==> config.mk <==
export PLATFORM = sky130hd
export DESIGN_NAME = udiv_unit
export DESIGN_NICKNAME = d
export VERILOG_FILES = /design/src/rtl/udiv_pkg.sv /design/src/rtl/udiv_ctrl.sv /design/src/rtl/udiv_core.sv /design/src/rtl/udiv_flags.sv /design/src/rtl/udiv_wb.sv /design/src/rtl/udiv_unit.sv
export SDC_FILE = /design/constraint.sdc
export NUM_CORES = 1
export LEC_CHECK = 0
export ABC_AREA = 1
export BUFFER_PORTS_ARGS = -buffer_cell sky130_fd_sc_hd__buf_2
export CAP_MARGIN = 5
export CORE_UTILIZATION = 55
export DETAILED_ROUTE_END_ITERATION = 8
export GPL_TIMING_DRIVEN = 0
export PLACE_DENSITY = 0.81
export SYNTH_ARGS = -nofsm -noshare
export SYNTH_HDL_FRONTEND = slang
export SYNTH_SLANG_ARGS = --single-unit
==> constraint.sdc <==
create_clock -name clk -period 5.15 [get_ports clk]
set_clock_uncertainty 0.05 [all_clocks]
set_input_delay 0.7725 -clock clk [delete_from_list [all_inputs] [get_ports clk]]
set_output_delay 0.7725 -clock clk [all_outputs]
set_load 0.02 [all_outputs]
==> src/rtl/udiv_pkg.sv <==
package udiv_pkg;
  localparam int FLAG_W = 5;
  localparam int FZ   = 0;
  localparam int FS   = 1;
  localparam int FOV  = 2;
  localparam int FCY  = 3;
  localparam int FSAT = 4;

  typedef enum logic [1:0] {
    ST_IDLE = 2'd0,
    ST_RUN  = 2'd1,
    ST_DONE = 2'd2
  } div_state_e;
endpackage

==> src/rtl/udiv_ctrl.sv <==
module udiv_ctrl import udiv_pkg::*; #(
  parameter int W = 32
) (
  input  logic clk,
  input  logic rst,
  input  logic accept,
  input  logic dvs_zero,
  output logic ready,
  output logic step,
  output logic done
);
  localparam int CNT_W = (W > 1) ? $clog2(W) : 1;
  localparam logic [CNT_W-1:0] LAST = CNT_W'(W - 1);

  div_state_e state;
  logic [CNT_W-1:0] iter;

  always_ff @(posedge clk) begin
    if (rst) begin
      state <= ST_IDLE;
      iter  <= '0;
    end else begin
      unique case (state)
        ST_IDLE: begin
          iter <= '0;
          if (accept) state <= dvs_zero ? ST_DONE : ST_RUN;
        end
        ST_RUN: begin
          iter <= iter + 1'b1;
          if (iter == LAST) state <= ST_DONE;
        end
        ST_DONE: state <= ST_IDLE;
        default: state <= ST_IDLE;
      endcase
    end
  end

  assign ready = (state == ST_IDLE);
  assign step  = (state == ST_RUN);
  assign done  = (state == ST_DONE);
endmodule

==> src/rtl/udiv_core.sv <==
module udiv_core #(
  parameter int W = 32
) (
  input  logic         clk,
  input  logic         rst,
  input  logic         load,
  input  logic         step,
  input  logic [W-1:0] dividend,
  input  logic [W-1:0] divisor,
  output logic [W-1:0] quo,
  output logic [W-1:0] rem
);
  logic [W-1:0] dvs_q;
  logic [W:0]   trial;
  logic [W:0]   diff;
  logic         fits;

  // Shift the next dividend bit into the partial remainder, then trial-subtract.
  assign trial = {rem, quo[W-1]};
  assign diff  = trial - {1'b0, dvs_q};
  assign fits  = ~diff[W];

  always_ff @(posedge clk) begin
    if (rst) begin
      dvs_q <= '0;
      quo   <= '0;
      rem   <= '0;
    end else if (load) begin
      dvs_q <= divisor;
      quo   <= dividend;
      rem   <= '0;
    end else if (step) begin
      quo <= {quo[W-2:0], fits};
      rem <= fits ? diff[W-1:0] : trial[W-1:0];
    end
  end
endmodule

==> src/rtl/udiv_flags.sv <==
module udiv_flags import udiv_pkg::*; #(
  parameter int W = 32
) (
  input  logic [FLAG_W-1:0] flg_in,
  input  logic              dz,
  input  logic [W-1:0]      quo,
  output logic [FLAG_W-1:0] flg_out
);
  always_comb begin
    flg_out = flg_in;
    if (dz) begin
      flg_out[FOV] = 1'b1;
    end else begin
      flg_out[FOV] = 1'b0;
      flg_out[FZ]  = (quo == '0);
      flg_out[FS]  = quo[W-1];
    end
  end
endmodule

==> src/rtl/udiv_wb.sv <==
module udiv_wb #(
  parameter int W            = 32,
  parameter int IDX_W        = 5,
  parameter bit HAS_ZERO_REG = 1'b1
) (
  input  logic             done,
  input  logic             dz,
  input  logic [IDX_W-1:0] qidx,
  input  logic [IDX_W-1:0] ridx,
  input  logic [W-1:0]     quo,
  input  logic [W-1:0]     rem,
  output logic             quo_we,
  output logic [IDX_W-1:0] quo_widx,
  output logic [W-1:0]     quo_wdata,
  output logic             rem_we,
  output logic [IDX_W-1:0] rem_widx,
  output logic [W-1:0]     rem_wdata
);
  logic q_ok, r_ok;

  generate
    if (HAS_ZERO_REG) begin : g_zero_reg
      assign q_ok = (qidx != '0);
      assign r_ok = (ridx != '0);
    end else begin : g_no_zero_reg
      assign q_ok = 1'b1;
      assign r_ok = 1'b1;
    end
  endgenerate

  // The remainder wins a collision on the same destination.
  assign quo_we    = done & ~dz & q_ok & (qidx != ridx);
  assign rem_we    = done & ~dz & r_ok;
  assign quo_widx  = qidx;
  assign rem_widx  = ridx;
  assign quo_wdata = quo;
  assign rem_wdata = rem;
endmodule

==> src/rtl/udiv_unit.sv <==
module udiv_unit import udiv_pkg::*; #(
  parameter int W            = 32,
  parameter int IDX_W        = 5,
  parameter bit HAS_ZERO_REG = 1'b1
) (
  input  logic              clk,
  input  logic              rst,
  input  logic              in_valid,
  output logic              in_ready,
  input  logic [W-1:0]      divisor,
  input  logic [W-1:0]      dividend,
  input  logic [IDX_W-1:0]  quo_idx,
  input  logic [IDX_W-1:0]  rem_idx,
  input  logic [FLAG_W-1:0] flags_in,
  output logic              done,
  output logic              quo_we,
  output logic [IDX_W-1:0]  quo_widx,
  output logic [W-1:0]      quo_wdata,
  output logic              rem_we,
  output logic [IDX_W-1:0]  rem_widx,
  output logic [W-1:0]      rem_wdata,
  output logic [FLAG_W-1:0] flags_out
);
  logic              accept, dvs_zero, step;
  logic              dz_q;
  logic [IDX_W-1:0]  qidx_q, ridx_q;
  logic [FLAG_W-1:0] flg_q;
  logic [W-1:0]      quo, rem;

  assign accept   = in_valid & in_ready;
  assign dvs_zero = (divisor == '0);

  always_ff @(posedge clk) begin
    if (rst) begin
      dz_q   <= 1'b0;
      qidx_q <= '0;
      ridx_q <= '0;
      flg_q  <= '0;
    end else if (accept) begin
      dz_q   <= dvs_zero;
      qidx_q <= quo_idx;
      ridx_q <= rem_idx;
      flg_q  <= flags_in;
    end
  end

  udiv_ctrl #(.W(W)) u_ctrl (
    .clk(clk), .rst(rst), .accept(accept), .dvs_zero(dvs_zero),
    .ready(in_ready), .step(step), .done(done)
  );

  udiv_core #(.W(W)) u_core (
    .clk(clk), .rst(rst), .load(accept), .step(step),
    .dividend(dividend), .divisor(divisor), .quo(quo), .rem(rem)
  );

  udiv_flags #(.W(W)) u_flags (
    .flg_in(flg_q), .dz(dz_q), .quo(quo), .flg_out(flags_out)
  );

  udiv_wb #(.W(W), .IDX_W(IDX_W), .HAS_ZERO_REG(HAS_ZERO_REG)) u_wb (
    .done(done), .dz(dz_q), .qidx(qidx_q), .ridx(ridx_q),
    .quo(quo), .rem(rem),
    .quo_we(quo_we), .quo_widx(quo_widx), .quo_wdata(quo_wdata),
    .rem_we(rem_we), .rem_widx(rem_widx), .rem_wdata(rem_wdata)
  );
endmodule

==> summary.txt, run 1 <==
Critical path
  – Type of destination of the critical path: flop
  – Crit-path slowest cell: fa_1
  – Critical Path RT: 5380 ps
  – Critical-path maximum fanout: 10
  – WS Path Type: flop to flop
  – Max stage delay on crit path: 410 ps
  – CP Cell Sequence: inv_1 -> ha_1 -> fa_1 -> inv_1 -> nand2_1 -> nand2_1 -> nand3_1 -> nand2_2 -> nand2_1 -> nand2_2 -> nand2_2 -> nand2_2 -> nand2_1 -> nand2_2 -> buf_2 -> nand2_1 -> nand3_1 -> a21oi_1
  – Internal reg-to-reg setup slack: 2300 ps
  – CP Data Arrival Time: 3090 ps
  – Critical Path Start Type: flop

Global routing
  – GRT Total Usage: 0.325
  – First-pass GRT wire length: 37000 um
  – Vias in the first global route: 8006
  – Largest net degree at the start of global routing: 17
  – Antenna violations before repair: 0
  – Total grt overflow: 0

Timing
  – Setup violators final: 0
  – Fin worst setup slack: 2300 ps
  – Worst slew pin tran: 724 ps
  – Final worst path period need: 2850 ps
  – Fin Setup TNS: 0 ps
  – Final worst path period share: 0.554
  – RSZ-0062 raised after global routing: no
  – Slew HR: 0.513
  – Count of final max-slew check failures: 0
  – FMAX: 350 MHz
  – Fin. Hold Viols: 0

Worst hold path
  – Worst hold path class: flop to flop

Clocking
  – CTS buffer count: 17
  – Clock tree from TritonCTS: built
  – Post-CTS setup buffer count: 0
  – Clock Path Buffers: 2
  – Worst skew pair latency: 420 ps
  – Post-cts resize count: 0
  – CTS root buf: clkbuf_16
  – CTS H-Tree Depth: 4
  – # hold bufs at CTS: 0
  – Clock Sinks: 118
  – Reg clk slew, reported paths: 60 ps

Synth
  – Synth cell types: 35
  – Top cell type by total area after synthesis: dfxtp_1
  – Synth area leaders: dfxtp_1 (31%), nand2_1 (23%), inv_1 (10%), ha_1 (5.6%), a21oi_1 (5.4%)
  – Syn_nets: 1374
  – Average size of a mapped cell: 6.05 um2
  – Most numerous cell in the Yosys netlist: nand2_1
  – Mapped cell area: 7610 um2
  – Synth Warn #: 0
  – Post-synthesis sequential area ratio: 0.310
  – Async set-reset flop share out of synthesis: 0
  – Commonest cells post-synth: nand2_1 (462), inv_1 (212), dfxtp_1 (118)
  – Ys flop type: dfxtp_1
  – Register bit total from synthesis: 118
  – Syn Inst Count: 1257
  – Share of the synthesized area in the top cell type: 0.310
  – EDFF count, synth: 0

Cells and area
  – Final #Nets: 1556
  – Area of the multi-input gates: 4210 um2
  – Layout filler cell count: 1286
  – Area of all placed cells without fillers: 9280 um2
  – ANT cells: 0
  – Area Overhead vs Synth: 21.9%
  – Share of cells above drive strength 1: 0.157
  – Register area: 2360 um2

Placed design
  – Port Buf Inserts: 163
  – Pre-CTS WS: 2360 ps
  – GPL Wtd Cong: 0.966
  – DP Area: 8650 um2
  – DP HPWL: 17400 um

Pwr
  – Pleak: 4.97 nW
  – Power Dens Cells: 313 nW/um2
  – Peak VDD IR: 0.248 mV
  – Tot Pwr: 2.90 mW

Floorplan
  – Core area: 13300 um2
  – FP Rows: 42
  – Die Y: 120 um
  – # IOs: 165
  – Die Width: 120 um
  – Die footprint: 14300 um2
  – Initial Util: 0.570

Routing
  – Detailed Route Iter0 Violations: 501
  – Drt via density: 5.18
  – DRT Wirelength: 22800 um
  – Drc violations: 0
  – Drt pass-1 iters: 5
  – DR vias: 8439
  – Routed WL per cell: 14.0 um
  – Post-route antenna net violation count: 0

Job
  – Max Cap Violations: 0

Status
  – Status: completed
==> final cells by class <==
type,count,area share
tap,176,0.0237
multi-input combinational,878,0.454
clock buffer,23,0.0526
clock inverter,9,0.0151
inverter,214,0.0866
sequential,118,0.255
buffer,47,0.0252
timing repair buffer,163,0.0880
==> critical path, delay by kind of cell, from the launching register on <==
family,cells,cell delay [ps]
AND/OR/NAND/NOR,12,1080
adder cells (fa/ha/maj),2,650
buffers and inverters,3,470
flip-flops,1,370
AO/OA/AOI/OAI,1,80
==> per-layer routing <==
layer | global-route usage | vias up | routed length [um]
met5 | 0 | - | 0
met4 | 0.144 | 0 | 785
met3 | 0.0813 | 62 | 1770
met2 | 0.536 | 303 | 10400
met1 | 0.399 | 3781 | 9820
li1 | - | 4293 | -
==> logic make-up after synthesis <==
kind of cell / after synthesis / share of synthesized area
compound gates: 178 / 0.128
xor+xnor: 20 / 0.0230
fa+ha+maj: 35 / 0.0585
buf+inv: 261 / 0.136
flops: 118 / 0.310
simple gates: 645 / 0.344
==> path summary, 6_finish.rpt <==
check | endpoint | from | cells after the start
max | u_core.rem[2]$_SDFFE_PP0P_ | u_core.quo[31]$_SDFFE_PP0P_ | 18
min | u_core.dvs_q[24]$_SDFFE_PP0P_ | u_core.dvs_q[24]$_SDFFE_PP0P_ | 2
max reg2reg | u_core.rem[2]$_SDFFE_PP0P_ | u_core.quo[31]$_SDFFE_PP0P_ | 18
min reg2reg | u_core.dvs_q[24]$_SDFFE_PP0P_ | u_core.dvs_q[24]$_SDFFE_PP0P_ | 2
==> cells in the final DEF (no fill, tap or decap), types with 3 or more instances in the layout <==
master       n
xnor2_1      5
nand2_2      7
clkbuf_1    27
nand3b_1     4
clkbuf_8     4
a21oi_1     82
buf_2      173
a21oi_2      4
buf_6        4
nand4_1      9
xor2_1      15
bufinv_16    3
clkbuf_16   17
inv_1      212
nand3_1     52
nor2_1      81
nor3_1       6
nand2_1    462
dfxtp_1    118
ha_1        34
a211oi_1     3
a31oi_1     32
o21ai_0     51
buf_4        4
buf_1        4
nor4_1      18
o21bai_1     3
==> registers in the layout, summed over array words and instances, names as in the netlist <==
name / count
dz_q: 1
ridx_q: 5
flg_q: 4
u_core.quo: 32
u_core.dvs_q: 32
u_core.rem: 32
u_ctrl.iter: 5
qidx_q: 5
u_ctrl.state: 2
==> metrics by stage <==
| stage | instances | utilization | hold WS, ps |
|---|---|---|---|
| floorplan | 1257 | - | 383 |
| global placement | 1596 | 0.648 | 396 |
| detailed placement | 1596 | 0.648 | 402 |
| CTS | 1628 | 0.695 | 410 |
| global route | 1628 | 0.695 | 432 |
| finish | 1628 | 0.695 | 408 |
==> power by group <==
group	switching, mW	internal [mW]
clock	0.452	0.817
sequential	0.0431	0.972
combinational	0.418	0.199
(Power assumes the default switching activity.)
==> run 2: changes to the inputs <==
--- a/config.mk
+++ b/config.mk
@@ -5,13 +5,13 @@
 export SDC_FILE = /design/constraint.sdc
 export NUM_CORES = 1
 export LEC_CHECK = 0
-export ABC_AREA = 1
+export ABC_AREA = 0
 export BUFFER_PORTS_ARGS = -buffer_cell sky130_fd_sc_hd__buf_2
 export CAP_MARGIN = 5
-export CORE_UTILIZATION = 55
+export CORE_UTILIZATION = 49
 export DETAILED_ROUTE_END_ITERATION = 8
 export GPL_TIMING_DRIVEN = 0
-export PLACE_DENSITY = 0.81
+export PLACE_DENSITY = 0.77
 export SYNTH_ARGS = -nofsm -noshare
 export SYNTH_HDL_FRONTEND = slang
 export SYNTH_SLANG_ARGS = --single-unit
==> constraint.sdc (replaced) <==
create_clock -name clk -period 2.4 [get_ports clk]
set_clock_uncertainty 0.05 [all_clocks]
set_input_delay 0.36 -clock clk [delete_from_list [all_inputs] [get_ports clk]]
set_output_delay 0.36 -clock clk [all_outputs]
set_load 0.02 [all_outputs]
==> run 2 against run 1 <==
The flow now finishes with violations (negative setup slack); cell count down 24%; wire length down 10%; non-clock buffer count up 21; utilization down 3.5 points; design area down 5.9%.
==> summary.txt, run 2 <==
Synth
  – Register bit total from synthesis: 118
  – Top cell type by total area after synthesis: dfxtp_1
  – Commonest cells post-synth: nand2_1 (157), a21oi_1 (136), dfxtp_1 (118)
  – Post-synthesis sequential area ratio: 0.355
  – Synth cell types: 51
  – Synth area leaders: dfxtp_1 (35%), a21oi_1 (10%), nand2_1 (8.9%), ha_1 (6.4%), a22oi_1 (4.1%)
  – Synth Warn #: 0
  – Syn Inst Count: 859
  – EDFF count, synth: 0
  – Share of the synthesized area in the top cell type: 0.355
  – Ys flop type: dfxtp_1
  – Average size of a mapped cell: 7.75 um2
  – Mapped cell area: 6660 um2
  – Most numerous cell in the Yosys netlist: nand2_1
  – Async set-reset flop share out of synthesis: 0
  – Syn_nets: 976

Pwr
  – Peak VDD IR: 0.568 mV
  – Reg power frac: 0.288
  – Net Sw Frac: 0.326
  – Power Dens Cells: 889 nW/um2
  – Logic pwr share: 0.344
  – Pleak: 3.84 nW
  – Internal Power: 5.23 mW
  – NetSw: 2.53 mW
  – Clock Power Share: 0.368

Routing
  – Routed WL per cell: 16.5 um
  – Detailed Route Iter0 Violations: 399
  – Drc violations: 0
  – Drt pass-1 iters: 5
  – Drt via density: 5.68
  – DRT Wirelength: 20500 um
  – Post-route antenna net violation count: 0
  – DR vias: 7054

Floorplan
  – Core area: 13200 um2
  – Die Y: 119 um
  – Initial Util: 0.503
  – # IOs: 165
  – FP Rows: 42
  – Die Width: 119 um
  – Die footprint: 14100 um2

Clocking
  – Worst skew pair latency: 420 ps
  – CTS root buf: clkbuf_16
  – Clock Path Buffers: 2
  – # hold bufs at CTS: 0
  – CTS H-Tree Depth: 4
  – Clock Sinks: 118
  – Reg clk slew, reported paths: 60 ps
  – Clock tree from TritonCTS: built
  – CTS buffer count: 17

Critical path
  – Crit-path slowest cell: dfxtp_4
  – Max stage delay on crit path: 350 ps
  – CP Cell Sequence: ha_4 -> a21o_1 -> or3_1 -> o21a_2 -> a211oi_4 -> o21ai_2 -> a221oi_4 -> xnor2_2 -> buf_6 -> buf_12 -> mux2i_1 -> a21oi_1
  – Critical path's top delay family: compound AO/OA/AOI/OAI gates
  – Critical Path RT: 2630 ps
  – CP Data Arrival Time: 3250 ps
  – WS Path Type: flop to flop
  – CP bufs+invs: 2
  – Critical-path maximum fanout: 10
  – Critical Path Start Type: flop
  – Type of destination of the critical path: flop

Timing
  – Final worst path period need: 3020 ps
  – Fin Setup TNS: -18790 ps
  – Final worst path period share: 1.26
  – Fin. Hold Viols: 0
  – Setup violators final: 33
  – WHS: 122 ps
  – FMAX: 331 MHz
  – RSZ-0062 raised after global routing: yes
  – Slew HR: 0.503
  – Count of final max-slew check failures: 0
  – Worst slew pin tran: 739 ps
  – Fin worst setup slack: -619 ps

Cells and area
  – Area Overhead vs Synth: 31.2%
  – Area of all placed cells without fillers: 8730 um2
  – Post-layout util: 0.659
  – Register area: 2380 um2
  – Most frequent cells in the layout: buf_2 (162), nand2_1 (156), a21oi_1 (132)
  – Area of the multi-input gates: 4090 um2
  – Layout filler cell count: 1142
  – Largest regs: u_core.dvs_q x32, u_core.quo x32, u_core.rem x32
  – Leading cell type in the layout, fill and taps excluded: buf_2
  – Final #Nets: 1169
  – Share of cells above drive strength 1: 0.251

Global routing
  – Total grt overflow: 0
  – GRT Total Usage: 0.293
  – First-pass GRT wire length: 32600 um
  – Largest net degree at the start of global routing: 17
  – Vias in the first global route: 6505
  – Antenna violations before repair: 1

Placed design
  – Port Buf Inserts: 162
  – DP Area: 7730 um2
  – DP HPWL: 14500 um
  – GPL Wtd Cong: 0.919

Worst hold path
  – Worst hold path class: primary input to flop

Job
  – Max Cap Violations: 0

Status
  – Status: complete, but fails checks
  – Violated checks: negative setup slack
-- run 2: changes by cell type in the layout (fill, tap and decap cells not counted), sizes merged, moves of 18 or more --
cell	previous run	this run
a21o	1	19
a21oi	86	136
a22oi	0	36
a31oi	32	9
inv	215	40
mux2i	0	25
nand2	470	157
nand3	52	9
nor2	84	35
-- run 2: layer usage --
| layer | part of all wire | wire [um] | global-route usage | up-vias |
|---|---|---|---|---|
| li1 | - | - | - | 3442 |
| met5 | 0 | 0 | 0 | - |
| met4 | 0.026 | 522 | 0.119 | 0 |
| met1 | 0.42 | 8620 | 0.354 | 3313 |
| met3 | 0.062 | 1280 | 0.0705 | 38 |
| met2 | 0.49 | 10000 | 0.497 | 261 |
-- run 2: cell families (layout without fill, tap and decap cells) --
kind of cell	Yosys count	after routing	share of synthesized area
compound gates	283	283	0.257
simple gates	267	267	0.177
flops	118	118	0.355
buf+inv	96	302	0.0603
fa+ha+maj	35	35	0.0669
xor+xnor	33	33	0.0434
mux	27	27	0.0410
other cells	0	1	0
-- run 2: worst register-to-register path: stages, from the launching register on --
cell and delay (ps):
dfxtp_4 350, ha_4 240, a21o_1 160, or3_1 300
o21a_2 240, a211oi_4 300, o21ai_2 130, a221oi_4 290
xnor2_2 170, buf_6 200, buf_12 160, mux2i_1 210
a21oi_1 90
-- run 2: worst paths after layout --
path	start	to	slack, ps	depth (start not counted)
setup / recovery	u_core.rem[4]$_SDFFE_PP0P_	u_core.rem[9]$_SDFFE_PP0P_	-620	12
hold / removal	quo_idx[1]	qidx_q[1]$_SDFFE_PP0P_	120	3
setup reg to reg	u_core.rem[4]$_SDFFE_PP0P_	u_core.rem[9]$_SDFFE_PP0P_	-620	12
hold reg to reg	u_core.dvs_q[12]$_SDFFE_PP0P_	u_core.dvs_q[12]$_SDFFE_PP0P_	400	2
-- run 2: power by group through the flow --
stage,logic (mW),clock network [mW],registers [mW]
after floorplan,1.60,0,2.34
after global placement,2.20,0,2.27
after detailed placement,2.23,0,2.27
after CTS,2.52,2.87,2.23
after global routing,2.88,2.96,2.25
final,2.67,2.85,2.23
-- run 2: cell type report --
| cell class | instances | area share |
|---|---|---|
| Clock inverter | 11 | 0.0224 |
| Tap cell | 176 | 0.0252 |
| Timing Repair Buffer | 179 | 0.111 |
| Sequential cell | 118 | 0.273 |
| Inverter | 39 | 0.0168 |
| Multi-Input combinational cell | 645 | 0.468 |
| Buffer | 52 | 0.0294 |
| Clock buffer | 21 | 0.0539 |
| Antenna cell | 1 | 0.000287 |
-- run 2: repair_timing --
| action | 4_1_cts | 5_1_grt |
|---|---|---|
| setup endpoints to repair | 35 | 35 |
| pin swaps | 10 | 11 |
| gates cloned | 1 | 0 |
| resized for setup | 24 | 21 |
| setup buffers | 12 | 4 |
-- run 2: stage by stage --
step           total power [mW]  cells  setup slack, ps
2_1_floorplan              3.94    859             -537
6_report                   7.76   1242             -619
3_3_place_gp               4.47   1197             -892
5_1_grt                    8.09   1242             -690
3_5_place_dp               4.49   1197             -888
4_1_cts                    7.62   1239             -622
==> run 3: changes to the inputs <==
--- a/config.mk
+++ b/config.mk
@@ -8,10 +8,11 @@
 export ABC_AREA = 0
 export BUFFER_PORTS_ARGS = -buffer_cell sky130_fd_sc_hd__buf_2
 export CAP_MARGIN = 5
-export CORE_UTILIZATION = 49
+export CORE_UTILIZATION = 50
 export DETAILED_ROUTE_END_ITERATION = 8
 export GPL_TIMING_DRIVEN = 0
 export PLACE_DENSITY = 0.77
 export SYNTH_ARGS = -nofsm -noshare
 export SYNTH_HDL_FRONTEND = slang
+export SYNTH_HIERARCHICAL = 1
 export SYNTH_SLANG_ARGS = --single-unit
==> run 3 against run 2 <==
The run ends with design-rule violations, negative setup slack left; highest routed layer unchanged; sequential power barely moved; sequential cell count did not move; hold slack improved by 3.2 ps; clock power barely moved; sequential share of layout area fell by 2.7 points; first-iteration DRC count rose by 49%; combinational power rose by 3%; synthesized cell count rose by 12%; cell count rose by 8.9%; area after synthesis rose by 13%; utilization fell by 0.073 points.
==> summary.txt, run 3 <==
Critical path
  – Worst setup path startpoint: u_core/dvs_q[17]$_SDFFE_PP0P_
  – CP Data Arrival Time: 3360 ps
  – Type of destination of the critical path: flop
  – Critical-path maximum fanout: 8
  – WS Path Type: flop to flop
  – Critical path's top delay family: compound AO/OA/AOI/OAI gates
  – Max stage delay on crit path: 340 ps
  – Critical Path RT: 2680 ps
  – Reg2Reg Capture Point: u_core/rem[19]$_SDFFE_PP0P_
  – Internal reg-to-reg setup slack: -680 ps
  – Crit path top cell by count: buf_6
  – Critical Path Start Type: flop
  – CP Cell Sequence: inv_1 -> ha_1 -> buf_2 -> a21oi_1 -> o21ai_1 -> a2111oi_4 -> a211oi_4 -> nor3_4 -> o31ai_4 -> buf_6 -> xnor2_4 -> buf_6 -> a41oi_2 -> o31ai_2
  – Reg2Reg Depth: 14
  – Crit-path slowest cell: xnor2_4
  – CP bufs+invs: 4
  – Crit Reg-Reg Startpoint: u_core/dvs_q[17]$_SDFFE_PP0P_

Floorplan
  – Die footprint: 15600 um2
  – Die Width: 125 um
  – Core area: 14600 um2
  – Initial Util: 0.515
  – # IOs: 165
  – Die Y: 125 um
  – FP Rows: 44

Timing
  – WHS: 125 ps
  – Fin Setup TNS: -20280 ps
  – Fin. Hold Viols: 0
  – Fin worst setup slack: -685 ps
  – Final worst path period need: 3080 ps
  – Count of final max-slew check failures: 0
  – FMAX: 324 MHz
  – Slew HR: 0.576
  – Setup violators final: 33
  – Worst slew pin tran: 636 ps
  – RSZ-0062 raised after global routing: yes
  – Final worst path period share: 1.29

Cells and area
  – Final #Nets: 1272
  – Largest regs: u_core/dvs_q x32, u_core/quo x32, u_core/rem x32
  – Area of the multi-input gates: 4420 um2
  – Share of cells above drive strength 1: 0.321
  – Leading cell type in the layout, fill and taps excluded: buf_2
  – Layout filler cell count: 1240
  – Most frequent cells in the layout: buf_2 (171), nor2_1 (127), dfxtp_1 (116)
  – Area Overhead vs Synth: 28.0%
  – Register area: 2370 um2
  – ANT cells: 0

Routing
  – Post-route antenna net violation count: 0
  – Drc violations: 15
  – Routed met3 length: 1470 um
  – Top layer in use: met4
  – Met2 routed WL: 10300 um
  – Routed WL per cell: 16.1 um
  – M1 WL: 9510 um
  – Drt pass-1 iters: 8
  – DR vias: 7534
  – DRT Wirelength: 21800 um
  – Detailed Route Iter0 Violations: 595
  – Drt via density: 5.57

Worst hold path
  – Min-Delay Startpoint: dividend[7]
  – End of the worst hold path: u_core/quo[7]$_SDFFE_PP0P_
  – Worst Hold Depth: 3
  – Worst hold path class: primary input to flop

Clocking
  – CTS buffer count: 17
  – Clock Path Buffers: 2
  – Clock Sinks: 118
  – Reg clk slew, reported paths: 60 ps
  – CTS H-Tree Depth: 4
  – # hold bufs at CTS: 0
  – Clock tree from TritonCTS: built
  – Worst skew pair latency: 420 ps
  – CTS root buf: clkbuf_16

Status
  – Status: complete, but fails checks
  – Violated checks: design-rule violations, negative setup slack

Synth
  – Synth Warn #: 6
  – Syn_nets: 1077
  – Syn Inst Count: 960
  – Mapped cell area: 7540 um2
  – Average size of a mapped cell: 7.85 um2

Global routing
  – First-pass GRT wire length: 34000 um
  – Vias in the first global route: 6898
  – Antenna violations before repair: 0
  – Total grt overflow: 0
  – Largest net degree at the start of global routing: 19
  – GRT Total Usage: 0.273

Pwr
  – Power Dens Cells: 813 nW/um2
  – Peak VDD IR: 0.570 mV
  – Pleak: 4.46 nW

Placed design
  – DP HPWL: 15700 um
  – Port Buf Inserts: 163
  – GPL Wtd Cong: 0.956

Job
  – Max Cap Violations: 0
==> run 3: layout make-up <==
type	instances	area share
Inverter	44	0.0171
Clock buffer	18	0.0455
Clock inverter	14	0.0232
Buffer	128	0.0885
Timing Repair Buffer	179	0.0986
Tap cell	184	0.0239
Sequential cell	118	0.245
Multi-Input combinational cell	667	0.458
==> run 3: power breakdown <==
part           switching, mW  total [mW]  leakage, nW  internal, mW
Combinational           1.57        2.76         3.17          1.20
Clock                  0.966        2.85        0.321          1.88
Sequential             0.142        2.24        0.968          2.09
Total                   2.67        7.84         4.46          5.17
==> run 3: routing by layer <==
layer  GRT usage  vias up
met1       0.351     3529
met5           0        -
met3      0.0528       41
met2       0.455      309
li1            -     3655
met4      0.0973        0
==> run 3: metrics by stage <==
step	area, um2	power (mW)	worst slack, ps	util	cells
4_1_cts	9480	7.66	-641	0.648	1348
2_1_floorplan	7590	4.01	-465	-	960
3_5_place_dp	8640	4.60	-998	0.590	1307
3_3_place_gp	8640	4.58	-978	0.590	1307
6_report	9650	7.84	-685	0.659	1352
5_1_grt	9650	8.21	-828	0.659	1352
==> run 3: worst max-delay path by stage <==
stage	to	slack, ps	depth (start not counted)
final	u_core/rem[19]$_SDFFE_PP0P_	-680	14
after global routing	u_core/rem[19]$_SDFFE_PP0P_	-830	14
after CTS	u_core/rem[19]$_SDFFE_PP0P_	-640	14
after detailed placement	u_core/rem[28]$_SDFFE_PP0P_	-1000	13
after global placement	u_core/rem[29]$_SDFFE_PP0P_	-980	14
after floorplan	u_core/rem[28]$_SDFFE_PP0P_	-460	13
==> run 3: timing repair <==
item                                   in CTS  in global routing
pin swaps                                  12                 33
resized for setup                          32                 48
gates cloned                                1                  3
setup buffers                               9                  3
endpoints found under the hold margin       0                  0
setup endpoints to repair                  96                 77
==> run 3: tightest hold or removal path, delay by kind of cell <==
kind                   cells  cell delay, ps
buffers and inverters      1              80
AND/OR/NAND/NOR            1              70
AO/OA/AOI/OAI              1              50
